$ cat src/rtl/cmdsel_pkg.sv
package cmdsel_pkg;
  localparam int CLS_W = 8;

  typedef enum logic [3:0] {
    CMD_MRD = 4'b0110,
    CMD_MWR = 4'b0111,
    CMD_MRM = 4'b1100,
    CMD_MRL = 4'b1110,
    CMD_MWI = 4'b1111
  } bus_cmd_e;

  function automatic logic is_cache_cmd(input logic [3:0] c);
    return (c == CMD_MRM) || (c == CMD_MRL) || (c == CMD_MWI);
  endfunction
endpackage

$ cat src/rtl/cls_decode.sv
module cls_decode #(
  parameter int CLS_W = 8
) (
  input  logic [CLS_W-1:0] cls_i,
  output logic             valid_o,
  output logic [CLS_W-1:0] mask_o
);
  logic [CLS_W-1:0] hit;

  // One-hot match for each legal power of two, excluding 1.
  assign hit[0] = 1'b0;
  for (genvar k = 1; k < CLS_W; k++) begin : g_pow
    assign hit[k] = (cls_i == CLS_W'(1 << k));
  end

  always_comb begin
    valid_o = |hit;
    mask_o  = '0;
    if (valid_o) begin
      mask_o = cls_i - CLS_W'(1);
    end
  end
endmodule

$ cat src/rtl/cmd_pick.sv
module cmd_pick
  import cmdsel_pkg::*;
#(
  parameter int ADDR_W = 32,
  parameter int LEN_W  = 16,
  parameter int CLS_W  = 8
) (
  input  logic              write_i,
  input  logic              first_i,
  input  logic              hist_ok_i,
  input  logic [ADDR_W-1:0] addr_i,
  input  logic [LEN_W-1:0]  len_i,
  input  logic [CLS_W-1:0]  cls_i,
  input  logic              usable_i,
  input  logic [CLS_W-1:0]  mask_i,
  input  logic              en_rline_i,
  input  logic              en_rmult_i,
  input  logic              en_winv_i,
  output logic [3:0]        cmd_o,
  output logic [LEN_W-1:0]  cap_o,
  output logic              cache_o,
  output logic              end_line_o
);
  localparam int PAD_W = LEN_W - CLS_W;

  logic [LEN_W-1:0] line_len;
  logic [LEN_W-1:0] mask_len;
  logic [CLS_W-1:0] offset;
  logic [LEN_W-1:0] to_end;
  logic [LEN_W-1:0] whole_lines;
  logic             addr_aligned;
  logic             winv_ok;
  logic [CLS_W-1:0] end_low;

  always_comb begin
    line_len     = {{PAD_W{1'b0}}, cls_i};
    mask_len     = {{PAD_W{1'b0}}, mask_i};
    offset       = addr_i[CLS_W-1:0] & mask_i;
    to_end       = line_len - {{PAD_W{1'b0}}, offset};
    whole_lines  = len_i & ~mask_len;
    addr_aligned = usable_i && (offset == '0);
    winv_ok      = usable_i && en_winv_i && addr_aligned &&
                   (len_i >= line_len) && (first_i || hist_ok_i);
  end

  always_comb begin
    cmd_o = CMD_MRD;
    cap_o = len_i;
    if (write_i) begin
      if (winv_ok) begin
        cmd_o = CMD_MWI;
        cap_o = whole_lines;
      end else begin
        cmd_o = CMD_MWR;
      end
    end else if (usable_i && en_rmult_i && (len_i > line_len)) begin
      cmd_o = CMD_MRM;
    end else if (usable_i && en_rline_i && (len_i >= to_end)) begin
      cmd_o = CMD_MRL;
    end
    cache_o = (cmd_o != CMD_MRD) && (cmd_o != CMD_MWR);
  end

  // Planned end of this ownership, checked against a line boundary.
  always_comb begin
    end_low    = addr_i[CLS_W-1:0] + cap_o[CLS_W-1:0];
    end_line_o = usable_i && ((end_low & mask_i) == '0);
  end
endmodule

$ cat src/rtl/own_tracker.sv
module own_tracker (
  input  logic clk,
  input  logic rst_n,
  input  logic start_i,
  input  logic end_line_i,
  output logic hist_ok_o
);
  logic hist_d;
  logic hist_q;

  always_comb begin
    hist_d = hist_q;
    if (start_i) begin
      hist_d = end_line_i;
    end
  end

  always_ff @(posedge clk or negedge rst_n) begin
    if (!rst_n) begin
      hist_q <= 1'b0;
    end else begin
      hist_q <= hist_d;
    end
  end

  assign hist_ok_o = hist_q;

  AST_HIST_HOLD: assert property (@(posedge clk) disable iff (!rst_n)
    !start_i |=> $stable(hist_q));
  AST_HIST_TRACK: assert property (@(posedge clk) disable iff (!rst_n)
    start_i |=> (hist_q == $past(end_line_i)));
endmodule

$ cat src/rtl/cache_cmd_sel.sv
module cache_cmd_sel
  import cmdsel_pkg::*;
#(
  parameter int ADDR_W = 32,
  parameter int LEN_W  = 16
) (
  input  logic              clk,
  input  logic              rst_n,
  input  logic              start_i,
  input  logic              first_i,
  input  logic              write_i,
  input  logic [ADDR_W-1:0] addr_i,
  input  logic [LEN_W-1:0]  len_i,
  input  logic [7:0]        line_size_i,
  input  logic              cache_en_i,
  input  logic              en_rline_i,
  input  logic              en_rmult_i,
  input  logic              en_winv_i,
  output logic [3:0]        cmd_o,
  output logic [LEN_W-1:0]  cap_o,
  output logic              cache_o,
  output logic              done_o
);
  localparam int SZ_W = CLS_W;

  logic             size_ok;
  logic [SZ_W-1:0]  size_mask;
  logic             usable;
  logic             hist_ok;
  logic [3:0]       pick_cmd;
  logic [LEN_W-1:0] pick_cap;
  logic             pick_cache;
  logic             pick_end_line;

  logic [3:0]       cmd_d,   cmd_q;
  logic [LEN_W-1:0] cap_d,   cap_q;
  logic             cache_d, cache_q;
  logic             done_d,  done_q;

  cls_decode #(.CLS_W(SZ_W)) u_dec (
    .cls_i   (line_size_i),
    .valid_o (size_ok),
    .mask_o  (size_mask)
  );

  assign usable = cache_en_i && size_ok;

  cmd_pick #(.ADDR_W(ADDR_W), .LEN_W(LEN_W), .CLS_W(SZ_W)) u_pick (
    .write_i    (write_i),
    .first_i    (first_i),
    .hist_ok_i  (hist_ok),
    .addr_i     (addr_i),
    .len_i      (len_i),
    .cls_i      (line_size_i),
    .usable_i   (usable),
    .mask_i     (size_mask),
    .en_rline_i (en_rline_i),
    .en_rmult_i (en_rmult_i),
    .en_winv_i  (en_winv_i),
    .cmd_o      (pick_cmd),
    .cap_o      (pick_cap),
    .cache_o    (pick_cache),
    .end_line_o (pick_end_line)
  );

  own_tracker u_hist (
    .clk        (clk),
    .rst_n      (rst_n),
    .start_i    (start_i),
    .end_line_i (pick_end_line),
    .hist_ok_o  (hist_ok)
  );

  always_comb begin
    cmd_d   = cmd_q;
    cap_d   = cap_q;
    cache_d = cache_q;
    done_d  = 1'b0;
    if (start_i) begin
      cmd_d   = pick_cmd;
      cap_d   = pick_cap;
      cache_d = pick_cache;
      done_d  = 1'b1;
    end
  end

  always_ff @(posedge clk or negedge rst_n) begin
    if (!rst_n) begin
      cmd_q   <= '0;
      cap_q   <= '0;
      cache_q <= 1'b0;
      done_q  <= 1'b0;
    end else begin
      cmd_q   <= cmd_d;
      cap_q   <= cap_d;
      cache_q <= cache_d;
      done_q  <= done_d;
    end
  end

  assign cmd_o   = cmd_q;
  assign cap_o   = cap_q;
  assign cache_o = cache_q;
  assign done_o  = done_q;

  AST_BAD_SIZE_PLAIN: assert property (@(posedge clk) disable iff (!rst_n)
    (start_i && !size_ok) |=> !cache_o);
  AST_GLOBAL_OFF: assert property (@(posedge clk) disable iff (!rst_n)
    (start_i && !cache_en_i) |=> !cache_o);
  AST_WINV_GATED: assert property (@(posedge clk) disable iff (!rst_n)
    (start_i && !en_winv_i) |=> (cmd_o != CMD_MWI));
  AST_RLINE_GATED: assert property (@(posedge clk) disable iff (!rst_n)
    (start_i && !en_rline_i) |=> (cmd_o != CMD_MRL));
  AST_WINV_WHOLE: assert property (@(posedge clk) disable iff (!rst_n)
    (start_i && write_i) |=> ((cmd_o != CMD_MWI) ||
      ((cap_o[SZ_W-1:0] & $past(size_mask)) == '0 && cap_o != '0)));
  AST_DONE_PULSE: assert property (@(posedge clk) disable iff (!rst_n)
    start_i |=> done_o);
  AST_QUIET_HOLD: assert property (@(posedge clk) disable iff (!rst_n)
    !start_i |=> (!done_o && $stable(cmd_o) && $stable(cap_o)));
  AST_FLAG_MATCH: assert property (@(posedge clk) disable iff (!rst_n)
    done_o |-> (cache_o == is_cache_cmd(cmd_o)));
endmodule

$ cat config.mk
export PLATFORM = sky130hd
export DESIGN_NAME = cache_cmd_sel
export DESIGN_NICKNAME = d
export VERILOG_FILES = /design/src/rtl/cmdsel_pkg.sv /design/src/rtl/cls_decode.sv /design/src/rtl/cmd_pick.sv /design/src/rtl/own_tracker.sv /design/src/rtl/cache_cmd_sel.sv
export SDC_FILE = /design/constraint.sdc
export NUM_CORES = 1
export LEC_CHECK = 0
export BUFFER_PORTS_ARGS = -buffer_cell sky130_fd_sc_hd__clkbuf_2
export CAP_MARGIN = 0
export CORE_ASPECT_RATIO = 1.1
export CORE_MARGIN = 1.5
export CORE_UTILIZATION = 30
export CTS_BUF_LIST = sky130_fd_sc_hd__clkbuf_4 sky130_fd_sc_hd__clkbuf_8 sky130_fd_sc_hd__clkbuf_16
export DETAILED_ROUTE_END_ITERATION = 12
export PLACE_DENSITY = 0.52
export SLEW_MARGIN = 20
export SYNTH_ARGS = -nofsm -noshare
export SYNTH_HDL_FRONTEND = slang
export SYNTH_SLANG_ARGS = --single-unit
export TNS_END_PERCENT = 100
$ cat constraint.sdc
create_clock -name clk -period 10.23 [get_ports clk]
set_input_delay 0.5115 -clock clk [delete_from_list [all_inputs] [get_ports clk]]
set_output_delay 0.5115 -clock clk [all_outputs]
set_load 0.01 [all_outputs]
### Word level (Yosys, flattened, before mapping)

Index checks and enable logic that the tools add are counted.

| cells by class | value |
|---|---|
| add/subtract/negate cells | 3 |
| $lt $le $gt $ge | 3 |
| eq/ne operators | 9 |
| mux-type cells | 8 |
| bitwise operators | 4 |
| reduce and logical (&&, ||, !) cells | 16 |

Operator list:

| cell | number |
|---|---|
| 16-bit two-way mux | 2 |
| 16-bit AND | 1 |
| 8-bit AND | 2 |
| 16-bit >= comparator | 1 |
| 16-bit by 8-bit >= comparator with 1-bit output | 1 |
| 16-bit by 8-bit greater-than comparator with 1-bit output | 1 |
| 8-bit logical NOT | 2 |
| 4-bit two-way mux | 4 |
| 8-bit inverter with 16-bit output | 1 |
| 1-bit logical AND | 12 |
| 8-bit by 8-bit subtractor with 9-bit output | 1 |
| 8-bit adder | 1 |
| 8-bit by 2-bit == test with 1-bit output (second input constant) | 1 |
| 8-bit by 3-bit == test with 1-bit output (second input constant) | 1 |
| 8-bit by 4-bit == test with 1-bit output (second input constant) | 1 |
| 8-bit by 5-bit == test with 1-bit output (second input constant) | 1 |
| 8-bit by 6-bit == test with 1-bit output (second input constant) | 1 |
| 8-bit by 7-bit == test with 1-bit output (second input constant) | 1 |
| 8-bit == test (second input constant) | 1 |
| 8-bit two-way mux | 1 |
| 4-bit by 3-bit != test with 1-bit output (second input constant) | 2 |
| 8-bit by 1-bit subtractor with 8-bit output (second input constant) | 1 |
| 7-bit OR reduction | 1 |
| 1-bit logical OR | 1 |
| 1-bit two-way mux | 1 |

| word-level totals | value |
|---|---|
| register bits after elaboration | 23 |
| input bits | 65 |
| output and inout port bits | 22 |

### Logic depth before layout (Yosys ltp)

Gate-level depths: netlist of run 1.

| depth | value |
|---|---|
| depth after elaboration | 15 |
| gate-level depth with buffers | 23 |

### By module

A second synthesis of run 1 with hierarchy kept.

| second synthesis, totals | value |
|---|---|
| cell total of the unflattened synthesis | 283 |
| area, all modules | 2692.6 µm² |

By module, submodules not included:

| module | instances | cells an instance | area an instance (µm²) | sequential area each (µm²) |
|---|---|---|---|---|
| cmd_pick | 1 | 196 | 1475.2 | 0.0 |
| cache_cmd_sel | 1 | 46 | 890.9 | 550.5 |
| cls_decode | 1 | 39 | 286.5 | 0.0 |
| own_tracker | 1 | 2 | 40.0 | 25.0 |

### Worst setup path after synthesis of run 1

Ideal clock, no wire load.

| timing path | value |
|---|---|
| path kind | input to register |
| start point | in line_size_i[6] |
| end point | reg cache_q (netlist: cache_o) |
| arrival | 4.216 ns |
| required time | 10.092 ns |
| path slack | 5.877 ns |
| cell stages on the path | 22 |
| cells stage by stage | clkbuf_1 -> nor4b_1 -> a211oi_1 -> o21ai_1 -> and3_1 -> ha_1 -> inv_1 -> fa_1 -> a21o_1 -> a21oi_1 -> o21bai_1 -> a21oi_1 -> nor2b_1 -> o21ai_0 -> nand2b_1 -> ha_1 -> a21oi_1 -> o21ai_0 -> a22oi_1 -> a21oi_1 -> o221ai_1 -> o21ai_0 |

| between the ends | value |
|---|---|
| cells in the longest elaborated chain, start to end | 13 |
| elaborated cells between the ends (all ways) | 33 |

Ends and longest elaborated chain:

| what | RTL line | source |
|---|---|---|
| start, declared | cache_cmd_sel.sv:14 | `input logic [7:0] line_size_i,` |
| parallel branches: the longest is 10 deep, another holds 16-bit >= comparator | -- |  |
| 4-bit two-way mux * | cmd_pick.sv:49 | `if (write_i) begin` |
| 4-bit by 3-bit != test with 1-bit output | cmd_pick.sv:61 | `cache_o = (cmd_o != CMD_MRD) && (cmd_o != CMD_MWR);` |
| 1-bit logical AND * | cmd_pick.sv:61 |  |
| end signal, assigned | cache_cmd_sel.sv:96 | `cache_q <= cache_d;` |
| end, declared | cache_cmd_sel.sv:37 | `logic cache_d, cache_q;` |

Mark *: on every way between the ends.
A chain may end at the register's enable or synchronous reset.

### Final worst setup path of run 1

| timing path | value |
|---|---|
| start point | in line_size_i[0] |
| end point | reg cmd_q[3] (netlist: cmd_o[3]) |

| between the ends | value |
|---|---|
| cells in the longest elaborated chain, start to end | 11 |
| elaborated cells between the ends (all ways) | 30 |

Ends and longest elaborated chain:

| what | RTL line | source |
|---|---|---|
| parallel branches: the longest is 10 deep, another holds 16-bit >= comparator | -- |  |
| 4-bit two-way mux * | cmd_pick.sv:49 |  |
| end signal, assigned | cache_cmd_sel.sv:94 | `cmd_q <= cmd_d;` |
| end, declared | cache_cmd_sel.sv:35 | `logic [3:0] cmd_d, cmd_q;` |

Marks and branches as above.

==> flow_summary.ini, run 1 <==
[floorplanning]
start_util_pct = 31.1
die_width_um = 89.3
die_h_um = 97.9
rows = 34
design.die.area_um2 = 8740
coreArea_um2 = 7910
ios = 87

[logic_synthesis]
ys_async_sr_fraction_pct = 100
synth_top_family_by_area = adder cells
yosysTopAreaCell = dfrtp_1
ys_ff_latch = 23
synth-xor-area-share_pct = 4.28
yosys.area_share.simple_pct = 16.3
syn_area_um2 = 2460
synth_flop_cell = dfrtp_1
synthAdderAreaFrac_pct = 23.0
synth_top_area_share_pct = 23.4
netlist_top_cells_area = dfrtp_1 (23%), ha_1 (21%), mux2_2 (7.8%)
synth_compound_area_share_pct = 20.9
synth_edf_count = 0
netlist-cell-type-count = 47
synth_mux_area_share_pct = 7.79
yosys-top-cells-count = ha_1 (42), dfrtp_1 (23), inv_1 (21)
syn_nets = 380
synth_warnings = 0
synth.avg_cell_area_um2 = 9.07
seq_area_frac_synth_pct = 23.4
yosysMostFrequentCell = ha_1
synth_cells = 271

[worst_setup_path]
path_delay_family = compound AO/OA/AOI/OAI gates
timing.rr.start = u_hist.hist_ok_o
worstSetupPathDepth = 24
crit_fanout = 9
crit_start = line_size_i[0]
reg2reg_slack_ns = 6.11
worst_path_most_repeated_cell = a21oi_1
required_ns = 10.36
path_cells = clkbuf_2 -> inv_1 -> ha_1 -> nor3b_1 -> o31ai_1 -> o21ai_1 -> and3_1 -> ha_1 -> inv_1 -> fa_1 -> a21o_1 -> a21oi_1 -> o21bai_1 -> a21oi_1 -> nor2b_1 -> o21ai_0 -> nand2b_1 -> ha_1 -> a21oi_1 -> o21ai_0 -> a22oi_1 -> a21oi_1 -> o221ai_1 -> o21ai_0
worstSetupEndpointType = flip-flop
path_class = primary input to flip-flop
slowest_delay_ns = 0.39
r2r_end = u_hist.hist_ok_o
critPathBufInv = 3
cpMaxStageDelayCell = fa_1
worstPathArrival_ns = 5.01
startpoint_type = primary input
rr_worst_depth = 15

[global_routing]
gr-total-overflow = 0
grt.total_usage_pct = 15.0
grt_max_degree = 27
first_global_vias = 2122
grt_pass1_wl_um = 10400
antenna_found_initial = 0

[clock_network]
cts_resized = 0
hold_buffers = 0
clock_latency_ns = 0.26
numCtsBuffers = 3
cts-root-buf = clkbuf_8
clock_path_buffers = 2
path_clk_slew_ns = 0.09
cts_tree = built
cts_setup_buffers = 0
clock_sinks = 23
htree_levels = 1

[cells_and_area]
n_fill_cell = 884
n_antenna_cell = 0
instances_no_fill = 440
fin_util_pct = 37.0
seq_area_um2 = 576
area_growth_pct = 19.0
multiInputGateArea_um2 = 1780
drive_above_1_share_pct = 25.9
nets = 442

[place]
place_hpwl_um = 5360
dp.cells = 436
port_buffers = 62
place_ws_ns = 5.01
gp_congestion = 0.786

[sta]
min_period_over_period_pct = 47.7
layout_setup_ws_ns = 5.35
relSlewSlack_pct = 58.1
fin_setup_tns_ns = 0
clock.fmax_mhz = 205
skew_ns = 0.00111
worst_slew_pin_slew_ns = 0.625
hold_violations = 0
rsz0062_at_grt = no
layout_min_cycle_time_ns = 4.88
hold_slack_ns = 0.227
slew_viol_final = 0
setup_viol = 0

[power_and_ir_drop]
p_sw_uw = 90.3
p_leak_uw = 0.00135
p_int_uw = 170
ir_drop_mv = 0.0744
combinationalPowerShare_pct = 37.9
p_clk_share_pct = 22.9
power_density_nw_per_um2 = 88.9
p_seq_share_pct = 39.3
sw_frac_of_total_pct = 34.7

[routing]
wirelength_um = 6360
via_count = 2202
dr.pass1.iters = 4
post_drt_wl_per_cell_um = 14.4
drc = 0
drt_iter0_markers = 53
ant_nets = 0
viasPerCell = 5.00

[min_path]
hold_class = primary input to asynchronous set/reset pin

[run]
max-cap-violations = 0

[status]
outcome = finished clean
[routing by layer]
| layer | share of wire [%] | global-route usage, % | wire length [um] | vias up |
|---|---|---|---|---|
| li1 | - | - | - | 1131 |
| met1 | 47 | 20.1 | 3010 | 1010 |
| met2 | 47 | 25.4 | 2960 | 59 |
| met3 | 5.8 | 3.55 | 370 | 2 |
| met4 | 0.25 | 1.07 | 16 | 0 |
| met5 | 0 | 0 | 0 | - |
[power groups by stage]
| stage | combinational, uW | sequential [uW] | clock, uW |
|---|---|---|---|
| global route | 112 | 103 | 65.5 |
| floorplan | 59.1 | 108 | 0 |
| global placement | 97.2 | 104 | 0 |
| finish | 98.5 | 102 | 59.4 |
| detailed placement | 98.8 | 104 | 0 |
| CTS | 99.6 | 102 | 62.7 |
[cell type report]
| type | instances | area share (%) |
|---|---|---|
| multi-input cells | 222 | 60.7 |
| well taps | 108 | 4.62 |
| clock buffers | 3 | 1.41 |
| clock inverters | 1 | 0.257 |
| inverters | 21 | 2.69 |
| flip-flops and latches | 23 | 19.7 |
| repair buffers | 62 | 10.6 |
[cells by family after synthesis]
logic type                 Yosys count
xor gates and xnor gates            12
and+or+nand+nor                     72
AOI/OAI and AO/OA                   77
muxes                               17
buffers and inverters               26
DFF                                 23
adders and majority gates           44
[flip-flops by register name (all words and copies together) (netlist names)]
signal / cells
u_hist.hist_ok_o: 1
cache_o: 1
cap_o: 16
done_o: 1
cmd_o: 4
[worst reg2reg max path, stage by stage (launching register included)]
cell	delay [ns]
dfrtp_1	0.35
o21ai_0	0.14
a221o_1	0.31
a2111o_1	0.36
a2111o_1	0.36
nor4_4	0.32
a21oi_1	0.17
ha_1	0.25
fa_1	0.41
a211oi_1	0.40
nor2_1	0.08
o21ai_0	0.16
o22ai_1	0.09
a211oi_1	0.31
a31oi_1	0.13
nor3_1	0.20
[placed cells by master (no fill, tap or decap), drive strengths merged, types with 3 or more instances in the layout]
| cell | netlist | layout |
|---|---|---|
| nand3 | 5 | 5 |
| a21oi | 18 | 18 |
| nand2 | 16 | 16 |
| a21o | 3 | 3 |
| ha | 42 | 42 |
| mux2 | 17 | 17 |
| nand2b | 4 | 4 |
| nor2b | 5 | 5 |
| xnor2 | 7 | 7 |
| nand4 | 4 | 4 |
| clkbuf | 4 | 65 |
| a21boi | 10 | 10 |
| xor2 | 5 | 5 |
| dfrtp | 23 | 23 |
| inv | 21 | 21 |
| a211oi | 6 | 6 |
| o31ai | 6 | 6 |
| o21ai | 14 | 14 |
| and3b | 3 | 3 |
| nor2 | 15 | 15 |
| nor4 | 6 | 6 |
| o21a | 3 | 3 |
| nor3 | 3 | 3 |
[worst max-delay path by stage]
stage | to | slack (ns)
2_1_floorplan | cache_o | 5.88
3_3_place_gp | cache_o | 5.10
3_5_place_dp | cmd_o[3] | 5.01
4_1_cts | cmd_o[3] | 5.28
5_1_grt | cmd_o[3] | 4.82
6_report | cmd_o[3] | 5.35
[metrics by stage]
stage / power, uW / area (um^2)
after floorplan: 167 / 2460
after global placement: 201 / 2880
after detailed placement: 203 / 2880
after CTS: 264 / 2930
after global routing: 281 / 2930
final: 260 / 2930
Power figures use the tool's default switching activity.
==> run 2: changes to the inputs <==
--- a/config.mk
+++ b/config.mk
@@ -12,7 +12,7 @@
 export CORE_UTILIZATION = 30
 export CTS_BUF_LIST = sky130_fd_sc_hd__clkbuf_4 sky130_fd_sc_hd__clkbuf_8 sky130_fd_sc_hd__clkbuf_16
 export DETAILED_ROUTE_END_ITERATION = 12
-export PLACE_DENSITY = 0.52
+export PLACE_DENSITY = 0.54
 export SLEW_MARGIN = 20
 export SYNTH_ARGS = -nofsm -noshare
 export SYNTH_HDL_FRONTEND = slang
==> constraint.sdc (replaced) <==
create_clock -name clk -period 3.9 [get_ports clk]
set_input_delay 0.195 -clock clk [delete_from_list [all_inputs] [get_ports clk]]
set_output_delay 0.195 -clock clk [all_outputs]
set_load 0.01 [all_outputs]
==> run 2 against run 1 <==
Compared with the run above:
- combinational power grew to 3.4 times the previous value
- largest power group is now combinational cells
- critical endpoint is now u_hist.hist_ok_o
- critical path type unchanged
- sequential share of layout area is 3.4 points lower
- critical path depth down 4
- wire length grew 14%
==> flow_summary.ini, run 2 (synthesis gave the netlist of run 1 again) <==
[worst_setup_path]
worstSetupEndpointType = flip-flop
worstPathArrival_ns = 3.93
cpMaxStageDelayCell = fa_2
path_class = primary input to flip-flop
startpoint_type = primary input
slowest_delay_ns = 0.42
path_cells = clkbuf_2 -> inv_2 -> ha_1 -> buf_4 -> xor2_1 -> and2_1 -> a2111o_1 -> a2111o_1 -> nor4_4 -> buf_4 -> a21oi_2 -> ha_2 -> fa_2 -> a211oi_4 -> nor2_1 -> o21ai_1 -> o22ai_1 -> a211oi_2 -> a31oi_1 -> nor3_1
crit_fanout = 5
required_ns = 4.09
path_delay_family = compound AO/OA/AOI/OAI gates
critPathBufInv = 4

[floorplanning]
die_width_um = 89.3
design.die.area_um2 = 8740
coreArea_um2 = 7910
rows = 34
die_h_um = 97.9
ios = 87
start_util_pct = 31.1

[sta]
relSlewSlack_pct = 58.7
min_period_over_period_pct = 96.0
clock.fmax_mhz = 267
hold_violations = 0
layout_min_cycle_time_ns = 3.74
layout_setup_ws_ns = 0.157
skew_ns = 0.00629
hold_slack_ns = 0.210
worst_slew_pin_slew_ns = 0.619
slew_viol_final = 0
setup_viol = 0

[power_and_ir_drop]
p_leak_uw = 0.00164
total_power_uw = 754
power_density_nw_per_um2 = 214
ir_drop_mv = 0.233

[routing]
viasPerCell = 4.99
drt_iter0_markers = 80
drc = 0
via_count = 2463
dr.pass1.iters = 4
post_drt_wl_per_cell_um = 14.7
ant_nets = 0
wirelength_um = 7250

[cells_and_area]
final_cell_mix = clkbuf_2 (61), buf_4 (54), ha_1 (37)
nets = 496
area_growth_pct = 43.7
largest_reg_flops = 16
final_common_cell = clkbuf_2
n_fill_cell = 804
n_antenna_cell = 0
drive_above_1_share_pct = 45.1
fin_util_pct = 44.6

[clock_network]
cts_tree = built
clock_sinks = 23
cts-root-buf = clkbuf_8
clock_path_buffers = 2
path_clk_slew_ns = 0.08
numCtsBuffers = 3
clock_latency_ns = 0.26
htree_levels = 1

[global_routing]
gr-total-overflow = 0
grt_max_degree = 27
grt.total_usage_pct = 16.7
first_global_vias = 2464
antenna_found_initial = 0
grt_pass1_wl_um = 11600

[status]
outcome = finished clean

[min_path]
hold_class = primary input to flip-flop

[place]
place_ws_ns = -0.344
gp_congestion = 0.887
place_hpwl_um = 6030
port_buffers = 62

[run]
max-cap-violations = 0
[run 2: worst paths after layout]
check,start,end,slack (ns),cells after the start
max in group asynchronous,rst_n,cap_o[13],3.07,2
min in group asynchronous,rst_n,done_o,0.44,2
worst max-delay path,line_size_i[0],u_hist.hist_ok_o,0.16,20
worst max register to register,u_hist.hist_ok_o,u_hist.hist_ok_o,0.19,16
worst min-delay path,len_i[10],cap_o[10],0.21,2
worst min register to register,cmd_o[2],cmd_o[2],0.48,1
[run 2: what timing repair did]
item,in CTS,in global routing
hold buffers,1,0
setup buffers,1,5
endpoints found under the hold margin,23,0
pin swaps,4,22
resized for setup,7,41
setup endpoints to repair,3,3
[run 2: final cells by class]
type	instances	area [um^2]	area share (%)
Clock buffer	3	41.3	1.17
Multi-Input combinational cell	222	1970	55.9
Clock inverter	1	5.00	0.142
Sequential cell	23	576	16.3
Timing Repair Buffer	116	721	20.4
Tap cell	108	135	3.83
Inverter	21	78.8	2.23
[run 2: power breakdown]
group / internal (uW) / leakage [uW] / switching [uW]
sequential: 258 / 0.000268 / 10.1
combinational: 166 / 0.00134 / 172
clock: 71.3 / 0.0000255 / 76.5
[run 2: through the flow]
| stage | instance area [um^2] | std cells | setup TNS (ns) |
|---|---|---|---|
| floorplan | 2460 | 271 | 0 |
| global placement | 3240 | 483 | -0.746 |
| detailed placement | 3240 | 483 | -0.990 |
| CTS | 3330 | 489 | 0 |
| global route | 3530 | 494 | -0.0725 |
| finish | 3530 | 494 | 0 |
[run 2: routing by layer]
| layer | part of all wire, % | vias up | wire length [um] | GRT usage [%] |
|---|---|---|---|---|
| met5 | 0 | - | 0 | 0 |
| met4 | 1.9 | 0 | 135 | 4.62 |
| li1 | - | 1247 | - | - |
| met1 | 46 | 1132 | 3370 | 22.9 |
| met2 | 46 | 74 | 3310 | 27.0 |
| met3 | 6.1 | 10 | 441 | 2.70 |
